===== config.mk =====
export PLATFORM = sky130hd
export DESIGN_NAME = stn_pack_top
export DESIGN_NICKNAME = d
export VERILOG_FILES = /design/src/rtl/stn_pack_pkg.sv /design/src/rtl/stn_pack_seq.sv /design/src/rtl/stn_pack_linebuf.sv /design/src/rtl/stn_pack_lanes.sv /design/src/rtl/stn_pack_packer.sv /design/src/rtl/stn_pack_top.sv
export SDC_FILE = /design/constraint.sdc
export NUM_CORES = 1
export LEC_CHECK = 0
export ABC_AREA = 1
export BUFFER_PORTS_ARGS = -buffer_cell sky130_fd_sc_hd__buf_2
export CAP_MARGIN = 20
export CORE_MARGIN = 2
export CORE_UTILIZATION = 50
export DETAILED_ROUTE_END_ITERATION = 10
export HOLD_SLACK_MARGIN = 0.06
export PLACE_DENSITY_LB_ADDON = 0.12
export SLEW_MARGIN = 40
export SYNTH_ARGS = -nofsm -noshare
export SYNTH_HDL_FRONTEND = slang
export SYNTH_SLANG_ARGS = --single-unit

===== constraint.sdc =====
create_clock -name clk -period 11.09 [get_ports clk]
set_input_delay 0.5545 -clock clk [delete_from_list [all_inputs] [get_ports clk]]
set_output_delay 0.5545 -clock clk [all_outputs]
set_load 0.005 [all_outputs]

===== src/rtl/stn_pack_pkg.sv =====
`timescale 1ns/1ps
package stn_pack_pkg;

   // index width that stays at least one bit
   function automatic int unsigned idx_w(input int unsigned n);
      return (n > 1) ? $clog2(n) : 1;
   endfunction

   // result width of a (2r+1)x(2r+1) sum of pw-bit pixels
   function automatic int unsigned sum_w(input int unsigned pw, input int unsigned r);
      return pw + $clog2((2 * r + 1) * (2 * r + 1));
   endfunction

endpackage


===== src/rtl/stn_pack_seq.sv =====
`timescale 1ns/1ps
module stn_pack_seq
   import stn_pack_pkg::*;
#(
   parameter int unsigned BEATS  = 4,
   parameter int unsigned ROWS   = 6,
   parameter int unsigned RADIUS = 1,
   localparam int unsigned CW = idx_w(BEATS),
   localparam int unsigned RW = idx_w(ROWS)
) (
   input  logic          clk,
   input  logic          rst,
   input  logic          in_vld,
   output logic [CW-1:0] col_q,
   output logic [RW-1:0] row_q,
   output logic          first,
   output logic          last,
   output logic          row_ok
);

   assign first  = (col_q == '0);
   assign last   = (col_q == CW'(BEATS - 1));
   assign row_ok = (int'(row_q) >= int'(RADIUS));

   always_ff @(posedge clk) begin
      if (rst) begin
         col_q <= '0;
         row_q <= '0;
      end else if (in_vld) begin
         if (last) begin
            col_q <= '0;
            row_q <= (row_q == RW'(ROWS - 1)) ? '0 : row_q + 1'b1;
         end else begin
            col_q <= col_q + 1'b1;
         end
      end
   end

endmodule


===== src/rtl/stn_pack_linebuf.sv =====
`timescale 1ns/1ps
module stn_pack_linebuf
   import stn_pack_pkg::*;
#(
   parameter int unsigned PIX_W  = 8,
   parameter int unsigned LANES  = 4,
   parameter int unsigned RADIUS = 1,
   parameter int unsigned BEATS  = 4,
   localparam int unsigned NR = 2 * RADIUS,
   localparam int unsigned BW = LANES * PIX_W,
   localparam int unsigned CW = idx_w(BEATS)
) (
   input  logic            clk,
   input  logic            in_vld,
   input  logic [CW-1:0]   col,
   input  logic [BW-1:0]   in_pix,
   output logic [NR*BW-1:0] up_rows
);

   // slot k of an entry holds the beat from row (current - 1 - k)
   logic [NR*BW-1:0] mem_q [BEATS];

   assign up_rows = mem_q[col];

   generate
      if (NR > 1) begin : g_deep
         always_ff @(posedge clk) begin
            if (in_vld) mem_q[col] <= {up_rows[(NR-1)*BW-1:0], in_pix};
         end
      end else begin : g_single
         always_ff @(posedge clk) begin
            if (in_vld) mem_q[col] <= in_pix;
         end
      end
   endgenerate

endmodule


===== src/rtl/stn_pack_lanes.sv =====
`timescale 1ns/1ps
module stn_pack_lanes
   import stn_pack_pkg::*;
#(
   parameter int unsigned PIX_W  = 8,
   parameter int unsigned LANES  = 4,
   parameter int unsigned RADIUS = 1,
   parameter int unsigned ROWS   = 6,
   localparam int unsigned SW = sum_w(PIX_W, RADIUS),
   localparam int unsigned NR = 2 * RADIUS,
   localparam int unsigned KR = NR + 1,
   localparam int unsigned WC = NR + LANES,
   localparam int unsigned BW = LANES * PIX_W,
   localparam int unsigned RW = idx_w(ROWS)
) (
   input  logic               clk,
   input  logic               rst,
   input  logic               in_vld,
   input  logic               first,
   input  logic [RW-1:0]      row_idx,
   input  logic [BW-1:0]      in_pix,
   input  logic [NR*BW-1:0]   up_rows,
   output logic [LANES*SW-1:0] lane_sum,
   output logic [RADIUS*SW-1:0] tail_sum
);

   // window row j = 0 is the oldest row, j = NR is the row arriving now
   logic [PIX_W-1:0] carry_q [KR][NR];
   logic [PIX_W-1:0] win     [KR][WC];
   logic [SW-1:0]    col_sum [WC];
   logic [KR-1:0]    row_on;

   always_comb begin
      for (int j = 0; j < KR; j++) begin
         row_on[j] = (int'(row_idx) + j >= int'(NR));
      end
   end

   // window: NR carried columns followed by the current beat
   always_comb begin
      for (int j = 0; j < KR; j++) begin
         for (int c = 0; c < WC; c++) begin
            if (!row_on[j]) begin
               win[j][c] = '0;
            end else if (c < int'(NR)) begin
               win[j][c] = first ? '0 : carry_q[j][c];
            end else if (j == int'(NR)) begin
               win[j][c] = in_pix[(c-NR)*PIX_W +: PIX_W];
            end else begin
               win[j][c] = up_rows[(NR-1-j)*BW + (c-NR)*PIX_W +: PIX_W];
            end
         end
      end
   end

   always_comb begin
      for (int c = 0; c < WC; c++) begin
         col_sum[c] = '0;
         for (int j = 0; j < KR; j++) begin
            col_sum[c] = col_sum[c] + SW'(win[j][c]);
         end
      end
   end

   // lane i is centred one radius left of beat position i
   generate
      for (genvar i = 0; i < LANES; i++) begin : g_lane
         logic [SW-1:0] acc;
         always_comb begin
            acc = '0;
            for (int d = 0; d < KR; d++) begin
               acc = acc + col_sum[i + d];
            end
         end
         assign lane_sum[i*SW +: SW] = acc;
      end

      // tail lanes finish the right end of a row, missing columns are zero
      for (genvar t = 0; t < RADIUS; t++) begin : g_tail
         logic [SW-1:0] acc;
         always_comb begin
            acc = '0;
            for (int d = 0; d < KR; d++) begin
               if (LANES + t + d < WC) begin
                  acc = acc + col_sum[(LANES + t + d < WC) ? LANES + t + d : 0];
               end
            end
         end
         assign tail_sum[t*SW +: SW] = acc;
      end
   endgenerate

   always_ff @(posedge clk) begin
      if (rst) begin
         for (int j = 0; j < KR; j++) begin
            for (int c = 0; c < NR; c++) carry_q[j][c] <= '0;
         end
      end else if (in_vld) begin
         for (int j = 0; j < KR; j++) begin
            for (int c = 0; c < NR; c++) carry_q[j][c] <= win[j][LANES + c];
         end
      end
   end

endmodule


===== src/rtl/stn_pack_packer.sv =====
`timescale 1ns/1ps
module stn_pack_packer #(
   parameter int unsigned LANES  = 4,
   parameter int unsigned RADIUS = 1,
   parameter int unsigned SW     = 12,
   localparam int unsigned HOLD = LANES - RADIUS
) (
   input  logic                 clk,
   input  logic                 rst,
   input  logic                 in_vld,
   input  logic                 col_gt0,
   input  logic                 last,
   input  logic                 row_ok,
   input  logic [LANES*SW-1:0]  lane_sum,
   input  logic [RADIUS*SW-1:0] tail_sum,
   output logic                 out_vld,
   output logic [LANES*SW-1:0]  out_sum
);

   logic [HOLD*SW-1:0]   held_q;
   logic [RADIUS*SW-1:0] tail_q;
   logic                 flush_q;

   always_ff @(posedge clk) begin
      if (rst) begin
         held_q  <= '0;
         tail_q  <= '0;
         flush_q <= 1'b0;
         out_vld <= 1'b0;
         out_sum <= '0;
      end else begin
         flush_q <= in_vld && last && row_ok;
         if (in_vld) held_q <= lane_sum[LANES*SW-1 : RADIUS*SW];
         if (in_vld && last) tail_q <= tail_sum;
         if (in_vld && col_gt0 && row_ok) begin
            out_sum <= {lane_sum[RADIUS*SW-1:0], held_q};
            out_vld <= 1'b1;
         end else if (flush_q) begin
            out_sum <= {tail_q, held_q};
            out_vld <= 1'b1;
         end else begin
            out_vld <= 1'b0;
         end
      end
   end

endmodule


===== src/rtl/stn_pack_top.sv =====
`timescale 1ns/1ps
module stn_pack_top
   import stn_pack_pkg::*;
#(
   parameter int unsigned PIX_W  = 8,
   parameter int unsigned LANES  = 4,
   parameter int unsigned RADIUS = 1,
   parameter int unsigned IMG_W  = 16,
   parameter int unsigned IMG_H  = 6,
   localparam int unsigned SUM_W = sum_w(PIX_W, RADIUS)
) (
   input  logic                   clk,
   input  logic                   rst,
   input  logic                   in_vld,
   input  logic [LANES*PIX_W-1:0] in_pix,
   output logic                   out_vld,
   output logic [LANES*SUM_W-1:0] out_sum
);

   localparam int unsigned BEATS = IMG_W / LANES;
   localparam int unsigned NR    = 2 * RADIUS;
   localparam int unsigned BW    = LANES * PIX_W;
   localparam int unsigned CW    = idx_w(BEATS);
   localparam int unsigned RW    = idx_w(IMG_H);

   initial begin
      assert (RADIUS >= 1 && RADIUS < LANES)
         else $error("stn_pack_top: RADIUS must be in 1..LANES-1");
      assert (IMG_W % LANES == 0 && IMG_W >= LANES)
         else $error("stn_pack_top: IMG_W must be a multiple of LANES");
      assert (IMG_H > RADIUS)
         else $error("stn_pack_top: IMG_H must exceed RADIUS");
   end

   logic [CW-1:0]          col_q;
   logic [RW-1:0]          row_q;
   logic                   first;
   logic                   last;
   logic                   row_ok;
   logic [NR*BW-1:0]       up_rows;
   logic [LANES*SUM_W-1:0] lane_sum;
   logic [RADIUS*SUM_W-1:0] tail_sum;

   stn_pack_seq #(.BEATS(BEATS), .ROWS(IMG_H), .RADIUS(RADIUS)) u_seq (
      .clk(clk), .rst(rst), .in_vld(in_vld), .col_q(col_q), .row_q(row_q),
      .first(first), .last(last), .row_ok(row_ok)
   );

   stn_pack_linebuf #(.PIX_W(PIX_W), .LANES(LANES), .RADIUS(RADIUS), .BEATS(BEATS)) u_lb (
      .clk(clk), .in_vld(in_vld), .col(col_q), .in_pix(in_pix), .up_rows(up_rows)
   );

   stn_pack_lanes #(.PIX_W(PIX_W), .LANES(LANES), .RADIUS(RADIUS), .ROWS(IMG_H)) u_lanes (
      .clk(clk), .rst(rst), .in_vld(in_vld), .first(first), .row_idx(row_q),
      .in_pix(in_pix), .up_rows(up_rows), .lane_sum(lane_sum), .tail_sum(tail_sum)
   );

   stn_pack_packer #(.LANES(LANES), .RADIUS(RADIUS), .SW(SUM_W)) u_pack (
      .clk(clk), .rst(rst), .in_vld(in_vld), .col_gt0(!first), .last(last),
      .row_ok(row_ok), .lane_sum(lane_sum), .tail_sum(tail_sum),
      .out_vld(out_vld), .out_sum(out_sum)
   );

endmodule


==> results by group, run 1 <==
CTS
  • Num CTS Buffers: 43
  • Clock slew at reported path FFs: 60 ps
  • Htree depth: 2
  • Clock Sinks: 408
  • Post-cts resize count: 0
  • Post-CTS Setup Inserts: 0
  • Hold buffer count at CTS: 0
  • CTS tree: done
  • Clock Tree Buf Depth: 3
  • Clock Latency Late Sink: 570 ps
  • CTS root buf: clkbuf_16

Worst setup path
  • FF-to-FF setup slack: 4410 ps
  • Slowest-stage cell, CP: clkinv_2
  • CP Data Required Time: 11560 ps
  • Worst Setup Start Kind: flop
  • Crit path capture type: flop
  • R2r startpoint: u_seq.row_q[2]$_SDFFE_PP0P_
  • Worst path max stage delay: 690 ps
  • CP Data Arrival Time: 7150 ps
  • Crit Path Category: flop to flop
  • Worst R2R Path Depth: 31
  • Crit path max fanout: 50
  • CP Launch Point: u_seq.row_q[2]$_SDFFE_PP0P_
  • Most used cell, CP: inv_1

Worst hold path
  • Hold wc startpoint: in_pix[13]
  • Hold Crit Depth: 1
  • HP Class: input port to flop

Drt
  • Avg Vias per Cell: 5.32
  • DRT Pass-1 Iters: 8
  • Antenna-violating nets left: 0
  • DR DRC count: 0
  • Initial DRC Count: 1223
  • Vias: 17104
  • Routed WL: 57900 um
  • WL per Instance: 18.0 um

Cells and area
  • Util after Layout: 0.557
  • Most frequent cells in the layout: nand2_1 (462), nor2_1 (329), inv_1 (312)
  • Reg area: 11200 um2
  • Number of fill cells: 4194
  • Share of layout cells above drive strength 1: 0.0712
  • Layout Nets: 2828
  • Multi-input gate area: 10200 um2
  • # diodes: 0
  • Non-Filler Instances: 3214
  • Area Overhead vs Synth: 9.63%
  • Commonest non-fill, non-tap cell in the layout: nand2_1

Timing
  • Period utilisation layout: 0.602
  • Final TNS setup: 0 ps
  • Unrepaired setup endpoints after global routing: no
  • Post-Route Skew: 14.5 ps
  • Relative slew slack: 0.426
  • Final Hold Fails: 0
  • Setup violators final: 0
  • Fmax: 150 MHz
  • Final Max Slew Viols: 0
  • Fin crit period: 6680 ps
  • Slew @ Worst Pin: 855 ps

Yosys
  • Synth area leaders: edfxtp_1 (40%), dfxtp_1 (9.0%), ha_1 (8.2%), nand2_1 (7.5%), nor2_1 (5.3%)
  • #FFs+latches synth: 408
  • Yosys cell types: 41
  • Async SR Flop Fraction: 0
  • Cells after synthesis: 2550
  • Yosys top cell by area: edfxtp_1
  • Post-synth EDFFs: 304
  • Prevailing post-synth register cell: edfxtp_1
  • Syn_nets: 2795
  • Seq/Total Area, Yosys: 0.486
  • Share of the synthesized area in the top cell type: 0.395
  • Yosys warning total: 0
  • Syn Area/Cell: 9.06 um2
  • Synthesized area: 23100 um2

Power and ir drop
  • Leak: 11.7 nW
  • Total power: 0.00381 W
  • Peak VDD IR: 0.000127 V
  • PwrDens: 150 nW/um2

Place
  • RD Place Congestion: 0.913
  • I/O Buffers: 83
  • Placed insts: 3138
  • Final HPWL DP: 41100 um

Run status
  • Status: finished clean

GRT
  • Vias in the first global route: 16677
  • Antenna violations before repair: 0
  • Remaining global-route overflow: 0
  • First-pass GRT wire length: 91500 um
  • Overall Global Routing Usage: 0.248
  • Maximum number of pins on one net before global-route repair: 73

Die
  • Num ports: 84
  • Die ar.: 47900 um2
  • Die height: 219 um
  • Initial Util: 0.508
  • Rows: 78
  • Die width: 219 um
  • Core ar.: 45500 um2

Run
  • Maxcap violations: 0
[logic make-up after synthesis]
group                    Yosys count  share of synthesized area
AND/OR/NAND/NOR                 1006                      0.181
flip-flops                       408                      0.486
AO/OA/AOI/OAI                    424                     0.0992
adder cells (fa/ha/maj)          210                      0.133
buffers and inverters            433                     0.0755
XOR/XNOR                          69                     0.0262
[through the flow]
stage	instance area, um2	hold WS [ps]	setup slack [ps]
2_1_floorplan	23100	419	5660
3_3_place_gp	23800	434	4360
3_5_place_dp	23900	437	4470
4_1_cts	25300	210	4440
5_1_grt	25300	225	3660
6_report	25300	244	4410
[power by group]
| part | internal [W] | switching [W] |
|---|---|---|
| registers | 0.00174 | 0.0000285 |
| logic | 0.000175 | 0.000406 |
| clock network | 0.000864 | 0.000596 |
| total | 0.00278 | 0.00103 |
[sequential cells by signal, indices dropped and copies added (netlist names), named ones only]
register,flops
u_pack.tail_q,11
u_lanes.carry_q,48
u_seq.col_q,2
u_pack.held_q,36
u_seq.row_q,3
u_pack.out_vld,1
u_pack.flush_q,1
u_pack.out_sum,48
u_lb.mem_q,256
[synthesized netlist by cell type, types with 3 or more instances]
library cell  number
clkbuf_1          53
o21bai_1           3
nand2_1          462
inv_1            317
a21o_1            17
nand3_1          133
fa_1              59
buf_1             10
and2_1            16
ha_1             151
xor2_1            31
o21ai_0          166
a31oi_1            8
o31ai_1            3
nand3b_1           5
o21ai_1           24
o22ai_1            4
nor2_4             3
inv_2              5
nand4_1           36
buf_4             11
buf_6              5
edfxtp_1         304
dfxtp_1          104
nor2_1           329
a21oi_1          169
nor3_1            16
o211ai_1           8
xnor2_1           38
buf_2             30
a22o_1            16
[area by class of cell]
class,count,area share
clock inverters,21,0.00984
well taps,600,0.0297
clock buffers,55,0.0463
repair buffers,97,0.0213
flip-flops and latches,408,0.443
inverters,324,0.0484
multi-input cells,1709,0.401
[critical path: cells and delay by family, from the launching register on]
family | cells | cell delay (ps)
AOI/OAI and AO/OA | 4 | 1120
adders and majority gates | 6 | 2360
buffers and inverters | 9 | 1410
xor gates and xnor gates | 2 | 350
DFF | 1 | 440
and+or+nand+nor | 10 | 880
[path summary, 6_finish.rpt]
| check | endpoint |
|---|---|
| worst max register to register | u_pack.out_sum[45]$_SDFFE_PP0P_ |
| worst min register to register | u_pack.out_sum[8]$_SDFFE_PP0P_ |
| worst min-delay path | u_lb.mem_q[3][13]$_DFFE_PP_ |
| worst max-delay path | u_pack.out_sum[45]$_SDFFE_PP0P_ |
[routing by layer]
layer | global-route usage | vias up | wire length [um] | share of wire
met5 | 0 | - | 0 | 0
met4 | 0.0797 | 0 | 1750 | 0.030
met3 | 0.0445 | 89 | 3250 | 0.056
met2 | 0.392 | 399 | 26000 | 0.45
met1 | 0.345 | 8115 | 26900 | 0.46
li1 | - | 8501 | - | -
Note: power is estimated with default switching activity, not from simulation.
==> inputs of run 2 (changes only) <==
--- a/config.mk
+++ b/config.mk
@@ -5,7 +5,7 @@
 export SDC_FILE = /design/constraint.sdc
 export NUM_CORES = 1
 export LEC_CHECK = 0
-export ABC_AREA = 1
+export ABC_AREA = 0
 export BUFFER_PORTS_ARGS = -buffer_cell sky130_fd_sc_hd__buf_2
 export CAP_MARGIN = 20
 export CORE_MARGIN = 2
==> constraint.sdc (replaced) <==
create_clock -name clk -period 5.4 [get_ports clk]
set_input_delay 0.27 -clock clk [delete_from_list [all_inputs] [get_ports clk]]
set_output_delay 0.27 -clock clk [all_outputs]
set_load 0.005 [all_outputs]
==> results by group, run 2 <==
Yosys
  • Yosys cell types: 78
  • Compound-Gate Fraction of Synth Area: 0.110
  • Largest family of logic cells by synthesized area: adder cells
  • Syn_nets: 2039
  • Synth cell count leaders: edfxtp_1 (304), ha_1 (151), nor2_1 (105)
  • Yosys warning total: 0
  • Seq/Total Area, Yosys: 0.502
  • Yosys top cell by area: edfxtp_1
  • #FFs+latches synth: 408
  • Synth Area in Simple Gates: 0.108
  • Synth area leaders: edfxtp_1 (41%), dfxtp_1 (9.3%), ha_1 (8.5%), mux4_2 (6.3%), fa_1 (5.3%)
  • Adder-cell share of the synthesized area: 0.138
  • Prevailing post-synth register cell: edfxtp_1
  • Cells after synthesis: 1794
  • Count leader, synth: edfxtp_1
  • Async SR Flop Fraction: 0
  • Synthesized area: 22300 um2
  • Post-synth EDFFs: 304
  • Share of the synthesized area in the top cell type: 0.409
  • Synth Area in XOR/XNOR: 0.0326
  • Mux contribution to synthesized area: 0.0731
  • Syn Area/Cell: 12.4 um2

CTS
  • CTS root buf: clkbuf_16
  • Htree depth: 2
  • Clock Sinks: 408
  • Num CTS Buffers: 43
  • Clock Latency Late Sink: 590 ps
  • CTS tree: done
  • Clock slew at reported path FFs: 60 ps
  • Clock Tree Buf Depth: 3

Worst setup path
  • Crit path capture type: flop
  • Worst R2R Path Depth: 24
  • Worst path max stage delay: 550 ps
  • Most used cell, CP: buf_4
  • CP Data Arrival Time: 6200 ps
  • FF-to-FF End: u_pack.out_sum[46]$_SDFFE_PP0P_
  • CP Data Required Time: 5930 ps
  • Slowest-stage cell, CP: or4_1
  • Worst Setup Start Kind: flop
  • Crit path max fanout: 6
  • Top delay family on crit path: adder cells
  • Crit Path Category: flop to flop
  • Critical-path cell list: buf_12, mux4_2, and2_4, ha_4, a21o_1, a211oi_2, nor2_2, buf_4, buf_4, o41ai_1, xnor2_1, ha_1, buf_4, xnor2_2, fa_1, inv_1, fa_1, inv_2, ha_4, o21ai_4, a22oi_2, o311ai_2, or4_1, nand3_1
  • FF-to-FF setup slack: -270 ps
  • Bufs and invs on worst path: 6

Timing
  • Fin crit period: 5670 ps
  • Unrepaired setup endpoints after global routing: yes
  • Final TNS setup: -801 ps
  • Slew @ Worst Pin: 797 ps
  • Period utilisation layout: 1.05
  • Hold_ws: 140 ps
  • Fmax: 177 MHz
  • Final Hold Fails: 0
  • Setup violators final: 8
  • Final Max Slew Viols: 0
  • Post-Route Skew: 20.6 ps
  • Fin worst setup slack: -265 ps
  • Relative slew slack: 0.467

Cells and area
  • Area Overhead vs Synth: 29.5%
  • Biggest register: u_lb.mem_q
  • Design Area, Final: 28900 um2
  • Biggest regs: u_lb.mem_q x256, u_lanes.carry_q x48, u_pack.out_sum x48
  • Most frequent cells in the layout: buf_4 (304), edfxtp_1 (304), ha_1 (119)
  • Max reg flops: 256
  • # diodes: 0
  • Share of layout cells above drive strength 1: 0.346
  • Layout Nets: 2432
  • Non-Filler Instances: 2813

Place
  • Placed insts: 2640
  • I/O Buffers: 83
  • Pre-CTS WS: -521 ps
  • Final HPWL DP: 39900 um
  • RD Place Congestion: 0.911
  • Post-placement cell area: 25300 um2

Power and ir drop
  • PwrDens: 283 nW/um2
  • Leak: 11.9 nW
  • Peak VDD IR: 0.000311 V

Worst hold path
  • Hold wc startpoint: rst
  • HP Class: input port to flop
  • Hold Crit Depth: 2
  • Worst hold path endpoint: u_pack.held_q[3]$_SDFFE_PP0P_

GRT
  • Vias in the first global route: 15746
  • Maximum number of pins on one net before global-route repair: 59
  • Overall Global Routing Usage: 0.240
  • Remaining global-route overflow: 0
  • First-pass GRT wire length: 86500 um
  • Antenna violations before repair: 0

Die
  • Die width: 215 um
  • Rows: 77
  • Num ports: 84
  • Core ar.: 44100 um2
  • Die ar.: 46400 um2
  • Initial Util: 0.506
  • Die height: 215 um

Run status
  • Status: finished, violations left
  • Failing checks: negative setup slack

Run
  • Maxcap violations: 0

Drt
  • Routed WL: 56400 um
  • WL per Instance: 20.1 um
  • DRT Pass-1 Iters: 7
  • DR DRC count: 0
  • Vias: 15785
  • Initial DRC Count: 1096
  • Antenna-violating nets left: 0
  • Avg Vias per Cell: 5.61
-- run 2: changes by cell type in the layout (fill, tap and decap cells not counted), sizes merged, moves of 38 or more --
cell	change
and2	+60
and3	+63
mux4	+62
nor2	-226
inv	-218
buf	+321
nand2	-416
nand3	-107
nor2b	+38
a21oi	-107
o21ai	-121
-- run 2: cells by family after synthesis --
kind of cell,Yosys count
flops,408
compound gates,351
simple gates,452
buf+inv,205
mux,85
fa+ha+maj,210
xor+xnor,83
-- run 2: layout make-up --
class,instances,area [um2]
timing repair buffer,450,3570
inverter,103,393
multi-input combinational,1181,11500
fill,3385,15200
sequential,408,11200
tap,592,741
clock inverter,31,345
clock buffer,48,1120
-- run 2: power breakdown --
part           leakage [nW]  internal [W]  switching, W  total, W
Sequential             3.73       0.00354     0.0000529   0.00360
Combinational          7.44      0.000746      0.000774   0.00152
Clock                 0.730       0.00181       0.00126   0.00307
Total                  11.9       0.00610       0.00209   0.00819
-- run 2: how the worst max path moves through the flow --
stage	startpoint	to	depth (start not counted)
after CTS	flop	u_pack.out_sum[45]$_SDFFE_PP0P_	25
after floorplan	flop	u_pack.out_sum[46]$_SDFFE_PP0P_	27
after global placement	flop	u_pack.held_q[32]$_SDFFE_PP0P_	21
after global routing	flop	u_pack.out_sum[46]$_SDFFE_PP0P_	24
after detailed placement	u_seq.row_q[1]$_SDFFE_PP0P_	u_pack.held_q[34]$_SDFFE_PP0P_	25
final	flop	u_pack.out_sum[46]$_SDFFE_PP0P_	24
-- run 2: routing by layer --
layer / track usage / share of wire
met3: 0.0265 / 0.041
met5: 0 / 0
met4: 0.0600 / 0.021
met1: 0.334 / 0.46
met2: 0.404 / 0.48
-- run 2: what timing repair did --
item                       in CTS  in global routing
hold endpoints to repair      128                  0
setup buffers                  31                 31
pin swaps                      60                102
hold buffers                   32                  0
setup endpoints to repair      27                 27
resized for setup             103                164
cloned                          2                  0
-- run 2: through the flow --
stage | utilization | power (W)
floorplan | - | 0.00442
global placement | 0.573 | 0.00491
detailed placement | 0.573 | 0.00494
CTS | 0.632 | 0.00811
global route | 0.655 | 0.00851
finish | 0.655 | 0.00819
==> inputs of run 3 (changes only) <==
--- a/config.mk
+++ b/config.mk
@@ -16,4 +16,5 @@
 export SLEW_MARGIN = 40
 export SYNTH_ARGS = -nofsm -noshare
 export SYNTH_HDL_FRONTEND = slang
+export SYNTH_HIERARCHICAL = 1
 export SYNTH_SLANG_ARGS = --single-unit
==> results by group, run 3 <==
Yosys
  • Yosys warning total: 6
  • Cells after synthesis: 1681
  • Synthesized area: 22000 um2
  • Synth cell count leaders: edfxtp_1 (304), inv_1 (161), dfxtp_1 (103), fa_1 (103), ha_1 (96)
  • Syn Area/Cell: 13.1 um2
  • Yosys cell types: 64
  • Post-synth EDFFs: 304
  • Yosys top cell by area: edfxtp_1
  • Seq/Total Area, Yosys: 0.508
  • Prevailing post-synth register cell: edfxtp_1
  • Async SR Flop Fraction: 0
  • #FFs+latches synth: 407
  • Syn_nets: 1915
  • Share of the synthesized area in the top cell type: 0.414
  • Synth area leaders: edfxtp_1 (41%), dfxtp_1 (9.4%), fa_1 (9.4%), mux4_2 (6.5%), ha_1 (5.5%)
  • Count leader, synth: edfxtp_1

GRT
  • First-pass GRT wire length: 78400 um
  • Overall Global Routing Usage: 0.220
  • Maximum number of pins on one net before global-route repair: 109
  • Vias in the first global route: 13784
  • Antenna violations before repair: 0
  • Remaining global-route overflow: 0

Drt
  • Initial DRC Count: 924
  • WL per Instance: 19.6 um
  • Vias: 13657
  • Antenna-violating nets left: 0
  • DR DRC count: 0
  • DRT Pass-1 Iters: 5
  • Avg Vias per Cell: 5.31
  • Routed WL: 50500 um

Die
  • Core ar.: 43300 um2
  • Die ar.: 45800 um2
  • Rows: 76
  • Num ports: 84
  • Die width: 214 um
  • Initial Util: 0.509
  • Die height: 214 um

Worst setup path
  • CP Data Required Time: 5900 ps
  • Crit Path Category: flop to flop
  • CP Data Arrival Time: 6010 ps
  • R2r startpoint: u_seq/row_q[0]$_SDFFE_PP0P_
  • FF-to-FF End: u_pack/out_sum[45]$_SDFFE_PP0P_
  • FF-to-FF setup slack: -110 ps
  • Crit path capture type: flop
  • Crit path max fanout: 5
  • Worst R2R Path Depth: 24
  • Worst Setup Start Kind: flop

CTS
  • Clock Sinks: 407
  • Htree depth: 2
  • CTS tree: done
  • Clock Tree Buf Depth: 3
  • Clock slew at reported path FFs: 60 ps
  • Clock Latency Late Sink: 570 ps
  • Num CTS Buffers: 43
  • CTS root buf: clkbuf_16

Power and ir drop
  • Comb pwr share: 0.203
  • Leak: 11.1 nW
  • Share of power burned in registers: 0.445
  • Switch share: 0.257
  • Total power: 0.00810 W
  • Sw power: 0.00208 W
  • Peak VDD IR: 0.000306 V
  • Power share of the clock group: 0.353
  • PwrDens: 301 nW/um2
  • Int Power: 0.00602 W

Timing
  • Fmax: 181 MHz
  • Unrepaired setup endpoints after global routing: yes
  • Slew @ Worst Pin: 809 ps
  • Final Max Slew Viols: 0
  • Final Hold Fails: 0
  • Fin crit period: 5510 ps
  • Relative slew slack: 0.460
  • Setup violators final: 3
  • Post-Route Skew: 21.7 ps
  • Period utilisation layout: 1.02
  • Fin worst setup slack: -110 ps

Cells and area
  • Biggest register: u_lb/mem_q
  • Layout Nets: 2188
  • Area Overhead vs Synth: 22.1%
  • Biggest regs: u_lb/mem_q x256, u_lanes/carry_q x48, u_pack/out_sum x48
  • Most frequent cells in the layout: edfxtp_1 (304), buf_4 (177), inv_1 (150)
  • Number of fill cells: 3299
  • Non-Filler Instances: 2571
  • Share of layout cells above drive strength 1: 0.287
  • Design Area, Final: 26900 um2
  • Commonest non-fill, non-tap cell in the layout: edfxtp_1
  • Max reg flops: 256

Worst hold path
  • Hold wc startpoint: rst
  • Hold Crit Depth: 2
  • HP Class: input port to flop
  • Worst hold path endpoint: u_pack/tail_q[7]$_SDFFE_PP0P_

Run
  • Maxcap violations: 0

Place
  • Placed insts: 2436
  • Post-placement cell area: 24300 um2
  • RD Place Congestion: 0.872
  • I/O Buffers: 83
  • Final HPWL DP: 36300 um

Run status
  • Status: finished, violations left
  • Failing checks: negative setup slack
## run 3: cell count changes in the layout (fill, tap and decap cells not counted), moves of 45 or more
cell,before,now
ha_1,119,65
mux2i_1,18,86
buf_4,304,177
nand2b_1,8,95
inv_1,82,150
fa_1,49,94
## run 3: worst max-delay path, cell delays in order (launching register included)
cell and delay [ps]:
dfxtp_4 400, inv_4 50, ha_4 250, nor2b_4 150, o21ai_4 80, buf_6 140
and2_4 130, fa_1 510, ha_2 180, inv_2 40, fa_2 340, buf_4 160
xnor2_4 150, fa_1 530, inv_1 50, fa_1 500, inv_2 50, ha_4 230
nor2b_1 130, o21a_1 200, a31o_4 270, o41ai_4 360, xnor2_1 140, and4b_1 210
a211oi_2 180
## run 3: routing by layer
metal,GRT usage,vias to the layer above,routed length [um]
li1,-,6471,-
met1,0.317,6807,23400
met2,0.347,300,23300
met3,0.0304,79,2380
met4,0.0709,0,1460
met5,0,-,0
## run 3: cells by family (layout without fill, tap and decap cells)
family                     count (synthesis)  in the layout  synth area share
and+or+nand+nor                          420            420             0.104
muxes                                    151            151             0.105
buffers and inverters                    250            554            0.0499
AOI/OAI and AO/OA                        187            187            0.0588
adders and majority gates                199            199             0.148
xor gates and xnor gates                  66             66            0.0262
other                                      1              2          0.000170
DFF                                      407            407             0.508
## run 3: what timing repair did
action	in CTS	in global routing
setup buffers	7	20
pin swaps	16	72
hold buffers	32	0
gates cloned	0	1
endpoints found under the setup margin	13	23
hold endpoints to repair	128	0
resized for setup	28	110
## run 3: worst max-delay path by stage
stage | from | end | cells past startpoint
floorplan | u_seq/col_q[0]$_SDFFE_PP0P_ | u_pack/out_sum[45]$_SDFFE_PP0P_ | 24
global placement | u_seq/row_q[0]$_SDFFE_PP0P_ | u_pack/out_sum[45]$_SDFFE_PP0P_ | 28
detailed placement | u_seq/row_q[0]$_SDFFE_PP0P_ | u_pack/out_sum[47]$_SDFFE_PP0P_ | 26
CTS | u_seq/row_q[0]$_SDFFE_PP0P_ | u_pack/out_sum[46]$_SDFFE_PP0P_ | 26
global route | u_seq/row_q[0]$_SDFFE_PP0P_ | u_pack/out_sum[45]$_SDFFE_PP0P_ | 25
finish | u_seq/row_q[0]$_SDFFE_PP0P_ | u_pack/out_sum[45]$_SDFFE_PP0P_ | 24
## run 3: per-stage QoR
step                utilization  setup slack, ps  hold slack (ps)  setup TNS, ps
detailed placement        0.562             -245              463          -1450
global placement          0.562             -153              459           -613
floorplan                     -             -107              325           -222
CTS                       0.605            -51.0              116           -147
global route              0.622             -296              144          -1260
finish                    0.622             -110              149           -170
## run 3: power groups by stage
stage                     Combinational, W  Clock [W]  Sequential [W]
final                              0.00164    0.00286         0.00360
after floorplan                   0.000971          0         0.00365
after CTS                          0.00153    0.00294         0.00360
after global routing               0.00180    0.00305         0.00362
after global placement             0.00146          0         0.00366
after detailed placement           0.00148          0         0.00367
## run 3: layout make-up
cell class	count	area (um2)	share of cell area
flip-flops and latches	407	11200	0.417
multi-input cells	1024	10500	0.391
repair buffers	317	2470	0.0917
clock buffers	58	1180	0.0437
well taps	585	732	0.0272
inverters	161	607	0.0226
clock inverters	18	184	0.00684
diodes	1	2.50	0.0000930
